<file path="config.mk">
export PLATFORM = sky130hd
export DESIGN_NAME = wdt_top
export DESIGN_NICKNAME = d
export VERILOG_FILES = /design/src/rtl/wdt_pkg.sv /design/src/rtl/wdt_keyseq.sv /design/src/rtl/wdt_count.sv /design/src/rtl/wdt_pulse.sv /design/src/rtl/wdt_top.sv
export SDC_FILE = /design/constraint.sdc
export NUM_CORES = 1
export LEC_CHECK = 0
export BUFFER_PORTS_ARGS = -buffer_cell sky130_fd_sc_hd__buf_2
export CAP_MARGIN = 40
export CORE_ASPECT_RATIO = 1.4
export CORE_UTILIZATION = 25
export DETAILED_ROUTE_END_ITERATION = 6
export SLEW_MARGIN = 0
export SYNTH_ARGS = -nofsm -noshare
export SYNTH_HDL_FRONTEND = slang
export SYNTH_SLANG_ARGS = --single-unit
export TNS_END_PERCENT = 10
</file>
<file path="constraint.sdc">
create_clock -name clk -period 3.1 [get_ports clk]
set_input_delay 0.62 -clock clk [delete_from_list [all_inputs] [get_ports clk]]
set_output_delay 0.62 -clock clk [all_outputs]
set_load 0.02 [all_outputs]
</file>
<file path="src/rtl/wdt_pkg.sv">
package wdt_pkg;

  typedef enum logic [1:0] {
    PH_IDLE = 2'd0,
    PH_PRE  = 2'd1,
    PH_ACT  = 2'd2,
    PH_SVC  = 2'd3
  } wd_phase_e;

  localparam logic [7:0] OFS_CNT_LO = 8'h10;
  localparam logic [7:0] OFS_CNT_HI = 8'h14;
  localparam logic [7:0] OFS_PRD_LO = 8'h18;
  localparam logic [7:0] OFS_PRD_HI = 8'h1C;
  localparam logic [7:0] OFS_GCTL   = 8'h24;
  localparam logic [7:0] OFS_WCTL   = 8'h28;

  localparam logic [1:0] MODE_WATCHDOG = 2'd2;

endpackage

</file>
<file path="src/rtl/wdt_keyseq.sv">
module wdt_keyseq
  import wdt_pkg::*;
#(
  parameter int KEY_W = 16,
  parameter logic [KEY_W-1:0] KEY_A = 16'hA5C6,
  parameter logic [KEY_W-1:0] KEY_B = 16'hDA7E
) (
  input  logic             clk,
  input  logic             rst_n,
  input  logic             key_wr,
  input  logic [KEY_W-1:0] key,
  input  logic             armed,
  input  logic             timeout,
  output wd_phase_e        phase,
  output logic             svc_ok,
  output logic             key_bad
);

  wd_phase_e phase_q, phase_d;

  always_comb begin
    phase_d = phase_q;
    svc_ok  = 1'b0;
    key_bad = 1'b0;
    if (key_wr && armed) begin
      unique case (phase_q)
        PH_IDLE: if (key == KEY_A) phase_d = PH_PRE;
        PH_PRE: begin
          if (key == KEY_B)      phase_d = PH_ACT;
          else if (key != KEY_A) phase_d = PH_IDLE;
        end
        PH_ACT: begin
          if (key == KEY_A) phase_d = PH_SVC;
          else              key_bad = 1'b1;
        end
        PH_SVC: begin
          if (key == KEY_B) begin
            phase_d = PH_ACT;
            svc_ok  = 1'b1;
          end else begin
            key_bad = 1'b1;
          end
        end
        default: phase_d = PH_IDLE;
      endcase
    end
    if (timeout || key_bad) phase_d = PH_IDLE;
  end

  always_ff @(posedge clk or negedge rst_n) begin
    if (!rst_n) phase_q <= PH_IDLE;
    else        phase_q <= phase_d;
  end

  assign phase = phase_q;

endmodule

</file>
<file path="src/rtl/wdt_count.sv">
module wdt_count #(
  parameter int BUS_W = 32,
  parameter int NW    = 2,
  localparam int CNT_W = BUS_W * NW
) (
  input  logic             clk,
  input  logic             rst_n,
  input  logic [NW-1:0]    cnt_wr,
  input  logic [NW-1:0]    prd_wr,
  input  logic [BUS_W-1:0] wdata,
  input  logic             count_en,
  input  logic             clear,
  output logic [CNT_W-1:0] cnt,
  output logic [CNT_W-1:0] prd,
  output logic             hit
);

  logic [BUS_W-1:0] cnt_w [NW];
  logic [BUS_W-1:0] prd_w [NW];
  logic [CNT_W-1:0] cnt_inc;

  always_comb begin
    for (int i = 0; i < NW; i++) begin
      cnt[i*BUS_W +: BUS_W] = cnt_w[i];
      prd[i*BUS_W +: BUS_W] = prd_w[i];
    end
  end

  assign cnt_inc = cnt + CNT_W'(1);
  assign hit     = count_en && (cnt == prd);

  for (genvar w = 0; w < NW; w++) begin : g_word
    always_ff @(posedge clk or negedge rst_n) begin
      if (!rst_n)          cnt_w[w] <= '0;
      else if (clear)      cnt_w[w] <= '0;
      else if (count_en)   cnt_w[w] <= cnt_inc[w*BUS_W +: BUS_W];
      else if (cnt_wr[w])  cnt_w[w] <= wdata;
    end

    always_ff @(posedge clk or negedge rst_n) begin
      if (!rst_n)          prd_w[w] <= '0;
      else if (prd_wr[w])  prd_w[w] <= wdata;
    end
  end

endmodule

</file>
<file path="src/rtl/wdt_pulse.sv">
module wdt_pulse #(
  parameter int PULSE_LEN = 4,
  localparam int PC_W = $clog2(PULSE_LEN + 1)
) (
  input  logic clk,
  input  logic rst_n,
  input  logic fire,
  output logic pulse
);

  logic [PC_W-1:0] left_q;

  always_ff @(posedge clk or negedge rst_n) begin
    if (!rst_n) begin
      left_q <= '0;
      pulse  <= 1'b0;
    end else if (fire) begin
      left_q <= PC_W'(PULSE_LEN);
      pulse  <= 1'b1;
    end else begin
      if (left_q != '0) left_q <= left_q - PC_W'(1);
      pulse <= (left_q > PC_W'(1));
    end
  end

endmodule

</file>
<file path="src/rtl/wdt_top.sv">
module wdt_top
  import wdt_pkg::*;
#(
  parameter int BUS_W     = 32,
  parameter int ADDR_W    = 6,
  parameter int PULSE_LEN = 4,
  parameter logic [15:0] KEY_A = 16'hA5C6,
  parameter logic [15:0] KEY_B = 16'hDA7E
) (
  input  logic              clk,
  input  logic              rst_n,
  input  logic              bus_wr,
  input  logic              bus_rd,
  input  logic [ADDR_W-1:0] bus_addr,
  input  logic [BUS_W-1:0]  bus_wdata,
  output logic [BUS_W-1:0]  bus_rdata,
  output logic              bus_rvalid,
  output logic              wd_rst_req
);

  localparam int NW    = 2;
  localparam int CNT_W = BUS_W * NW;
  localparam int EN_B  = 14;
  localparam int FL_B  = 15;
  localparam int KEY_L = 16;

  localparam logic [ADDR_W-1:0] A_CNT_LO = ADDR_W'(OFS_CNT_LO);
  localparam logic [ADDR_W-1:0] A_CNT_HI = ADDR_W'(OFS_CNT_HI);
  localparam logic [ADDR_W-1:0] A_PRD_LO = ADDR_W'(OFS_PRD_LO);
  localparam logic [ADDR_W-1:0] A_PRD_HI = ADDR_W'(OFS_PRD_HI);
  localparam logic [ADDR_W-1:0] A_GCTL   = ADDR_W'(OFS_GCTL);
  localparam logic [ADDR_W-1:0] A_WCTL   = ADDR_W'(OFS_WCTL);

  logic              en_q, flag_q;
  logic [1:0]        mode_q, rel_q;
  logic [BUS_W-1:0]  snap_q;
  logic [BUS_W-1:0]  rdata_q, rmux;
  logic              rvalid_q;

  wd_phase_e         phase;
  logic              svc_ok, key_bad, hit, trip, run, locked;
  logic              wctl_wr;
  logic [NW-1:0]     cnt_wr, prd_wr;
  logic [CNT_W-1:0]  cnt_val, prd_val;

  assign run     = (mode_q == MODE_WATCHDOG) && (rel_q == 2'b11);
  assign locked  = (phase == PH_ACT) || (phase == PH_SVC);
  assign wctl_wr = bus_wr && (bus_addr == A_WCTL);
  assign trip    = hit || key_bad;

  assign cnt_wr[0] = bus_wr && !locked && (bus_addr == A_CNT_LO);
  assign cnt_wr[1] = bus_wr && !locked && (bus_addr == A_CNT_HI);
  assign prd_wr[0] = bus_wr && !locked && (bus_addr == A_PRD_LO);
  assign prd_wr[1] = bus_wr && !locked && (bus_addr == A_PRD_HI);

  wdt_keyseq #(
    .KEY_W (16),
    .KEY_A (KEY_A),
    .KEY_B (KEY_B)
  ) u_keys (
    .clk     (clk),
    .rst_n   (rst_n),
    .key_wr  (wctl_wr),
    .key     (bus_wdata[KEY_L +: 16]),
    .armed   (en_q && run),
    .timeout (hit),
    .phase   (phase),
    .svc_ok  (svc_ok),
    .key_bad (key_bad)
  );

  wdt_count #(
    .BUS_W (BUS_W),
    .NW    (NW)
  ) u_count (
    .clk      (clk),
    .rst_n    (rst_n),
    .cnt_wr   (cnt_wr),
    .prd_wr   (prd_wr),
    .wdata    (bus_wdata),
    .count_en (locked && run),
    .clear    (trip || svc_ok),
    .cnt      (cnt_val),
    .prd      (prd_val),
    .hit      (hit)
  );

  wdt_pulse #(
    .PULSE_LEN (PULSE_LEN)
  ) u_pulse (
    .clk   (clk),
    .rst_n (rst_n),
    .fire  (trip),
    .pulse (wd_rst_req)
  );

  // control and status bits
  always_ff @(posedge clk or negedge rst_n) begin
    if (!rst_n) begin
      en_q   <= 1'b0;
      flag_q <= 1'b0;
      mode_q <= 2'd0;
      rel_q  <= 2'd0;
    end else begin
      if (wctl_wr && bus_wdata[EN_B]) en_q <= 1'b1;
      if (trip)                              flag_q <= 1'b1;
      else if (wctl_wr && bus_wdata[FL_B])   flag_q <= 1'b0;
      if (bus_wr && !locked && (bus_addr == A_GCTL)) begin
        mode_q <= bus_wdata[3:2];
        rel_q  <= bus_wdata[1:0];
      end
    end
  end

  // read path
  always_comb begin
    rmux = '0;
    unique case (bus_addr)
      A_CNT_LO: rmux = cnt_val[BUS_W-1:0];
      A_CNT_HI: rmux = snap_q;
      A_PRD_LO: rmux = prd_val[BUS_W-1:0];
      A_PRD_HI: rmux = prd_val[CNT_W-1:BUS_W];
      A_GCTL:   rmux = BUS_W'({mode_q, rel_q});
      A_WCTL:   rmux = BUS_W'({flag_q, en_q, phase, 12'h000});
      default:  rmux = '0;
    endcase
  end

  always_ff @(posedge clk or negedge rst_n) begin
    if (!rst_n) begin
      rdata_q  <= '0;
      rvalid_q <= 1'b0;
      snap_q   <= '0;
    end else begin
      rvalid_q <= bus_rd;
      if (bus_rd) rdata_q <= rmux;
      if (bus_rd && (bus_addr == A_CNT_LO)) snap_q <= cnt_val[CNT_W-1:BUS_W];
    end
  end

  assign bus_rdata  = rdata_q;
  assign bus_rvalid = rvalid_q;

endmodule

</file>
==> metrics.yaml <==
area_delta_synth_final_pct: 23.4
setup_viol: 0
final_common_cell: "dfrtp_1"
design.core.area_mm2: 0.0460
synth_area_leaders: "dfrtp_1 44%, mux2_2 10%, mux4_2 4.6%"
cpMostUsedCell: "buf_4"
hold_viol: 0
routabilityCongestion: 0.975
max_cap_violations: 0
path_class: "reg2reg"
synth_top_cell_by_area: "dfrtp_1"
synthDominantCellAreaShare_pct: 44.0
grt_pass1_wl_mm: 66.3
drtIter0Drc: 765
cp.required_ns: 3.51
fmax_mhz: 339
finalMaxSlewViolations: 0
synth-seq-cells: 205
ioPinCount: 76
grt_busiest_layer: "met2"
reg2reg_to: "u_count.cnt[36]"
drive_gt1_share_pct: 32.0
worst_setup_path_start_kind: "register"
overflow: 0
critPathMaxStageDelay_ns: 0.43
synthDistinctLibCells: 62
post-route-period-util_pct: 95.2
stdcell_count: 1886
cp_max_fo: 7
routed_via_density: 5.29
timing.setup.tns_ns: 0
irDropWorstVdd_mv: 0.441
critical-path-slowest-cell: "dfrtp_1"
met2_usage_pct: 31.2
rsz0062_at_grt: "false"
async_flop_share_pct: 100
multi_input_area_mm2: 0.00594
finalClockSkew_ns: 0.0106
p_leak_uw: 0.00633
clkSinkCount: 205
grt_use_total_pct: 18.6
port_buffers: 75
clk_pin_slew_worst_paths_ns: 0.06
clk_latency_ns: 0.52
cts_tree: "yes"
cts_resized: 0
syn_area_mm2: 0.0117
nNetsFinal: 1299
drcViolationCount: 0
regArea_mm2: 0.00513
crit_path_end_kind: "register"
rrSetupSlack_ns: 0.15
antenna_found_initial: 0
reg2reg_depth: 12
ys.flop_type: "dfrtp_1"
drt_pre_antenna_iters: 7
hold_buffers: 0
hold_class: "in2async"
initial_core_util_pct: 25.4
final_cell_mix: "205 x dfrtp_1, 109 x buf_4, 108 x mux2_2"
n_antenna_cell: 0
synth_cells: 1124
worstPathArrival_ns: 3.37
clk_path_buf_depth: 3
ys.warnings.count: 0
rows: 93
post-place-cells: 1846
gr-usage-met1_pct: 22.6
cts_htree_levels: 1
grt_pass1_vias: 10200
clock-root-buffer: "clkbuf_16"
synth-edff-count: 0
synth_nets: 1170
powerDensity_mw_per_mm2: 578
max_slew_margin_pct: 49.0
met3_usage_pct: 2.32
status: "finished clean"
cts_inserted_buffers: 22
drt-wirelength-per-cell_um: 23.3
die_h_um: 258
crit_chain: "xor2_1 -> buf_4 -> nor4_1 -> buf_4 -> nand4_1 -> nor3_1 -> buf_4 -> and3_2 -> nor3_2 -> buf_6 -> buf_4 -> a22o_1"
r2r_start: "u_count.prd[55]"
synth-seq-area-share_pct: 44.0
grt_max_degree: 75
dpl.hpwl_mm: 33.1
worst_slew_pin_slew_ns: 0.763
die_x_um: 185
cts_setup_buffers: 0
dieArea_mm2: 0.0475
avgSynthCellArea_um2: 10.4
period_needed_ns: 2.95
antenna_left: 0
n_fill_cell: 4732
vias: 9979
drt_wl_total_mm: 43.9
-- per-stage QoR --
step | hold WS (ns) | power [µW] | utilization (%) | area [µm²] | setup WS (ns)
floorplan | 0.324 | 4320 | - | 11700 | 0.525
global placement | 0.458 | 5050 | 29.3 | 13500 | -0.0380
detailed placement | 0.468 | 5100 | 29.4 | 13500 | 0.00128
CTS | 0.114 | 8350 | 31.3 | 14400 | 0.182
global route | 0.139 | 8610 | 31.3 | 14400 | 0.0502
finish | 0.0887 | 8310 | 31.3 | 14400 | 0.148
-- routing by layer --
layer,routed length (µm),vias up
met5,0,-
met4,2890,0
met3,2100,121
met2,21400,373
met1,17500,5045
li1,-,4440
-- state kept, by name, summed over array words and instances (netlist names) --
signal and cells:
bus_rdata 32, bus_rvalid 1, u_count.cnt 64, snap_q 32
flag_q 1, rel_q 2, u_count.prd 64, en_q 1
u_pulse.left_q 3, u_pulse.pulse 1, u_keys.phase 2, mode_q 2
-- cell families (layout without fill, tap and decap cells) --
group / Yosys count / after routing / synth area share (%)
muxes: 134 / 134 / 15.2
buffers and inverters: 152 / 297 / 5.13
adders and majority gates: 4 / 4 / 0.429
xor gates and xnor gates: 65 / 65 / 4.88
AOI/OAI and AO/OA: 254 / 254 / 16.3
DFF: 205 / 205 / 44.0
and+or+nand+nor: 310 / 310 / 14.0
-- critical path, delay by kind of cell, from the launching register on --
kind	cells	cell delay, ns
compound gates	1	0.20
buf+inv	5	0.82
flops	1	0.43
xor+xnor	1	0.18
simple gates	5	1.19
-- layout make-up --
| class | count | share of cell area [%] |
|---|---|---|
| Clock buffer | 31 | 4.63 |
| Clock inverter | 9 | 1.56 |
| Inverter | 62 | 1.62 |
| Multi-Input combinational cell | 767 | 41.3 |
| Sequential cell | 205 | 35.7 |
| Tap cell | 617 | 5.37 |
| Timing Repair Buffer | 195 | 9.84 |
-- worst max path at each step --
stage / endpoint / depth (start not counted) / start / slack (ns)
after CTS: u_count.cnt[36] / 12 / u_count.prd[55] / 0.18
final: u_count.cnt[36] / 12 / u_count.prd[55] / 0.15
after detailed placement: u_count.cnt[36] / 10 / bus_addr[3] / 0.001
after floorplan: u_count.cnt[34] / 9 / bus_addr[2] / 0.53
after global routing: u_count.cnt[63] / 12 / u_count.prd[55] / 0.05
after global placement: u_count.cnt[36] / 10 / bus_wdata[23] / -0.04
-- cells in the mapped netlist (3+ instances only) --
cell      instances
nor2b_1           5
nand2_1          86
dfrtp_1         205
a31o_2           18
a22o_1           59
nand2b_1          3
and2_1            7
inv_1            62
xnor2_1           9
o22ai_1          35
xor2_1           56
mux4_2           24
and3_1           12
ha_1              4
o41ai_1           6
o21ai_0          27
buf_2            21
nor3_2            5
mux2_2          108
a211o_1           3
or4_1             3
buf_1            14
or2_2             6
a222oi_1          8
nand3_1          38
a21oi_1          16
a21o_1            3
or3_1             8
clkbuf_1         54
nor3_1           18
and4_1            6
nor4_1           21
nand4_1          29
o31ai_1          64
nor2_1           46
-- where the power goes --
part,switching (µW),internal [µW]
Sequential,369,3040
Combinational,883,784
Clock,1160,2080
Total,2410,5900
No activity file was read; power rests on OpenSTA's default activity.
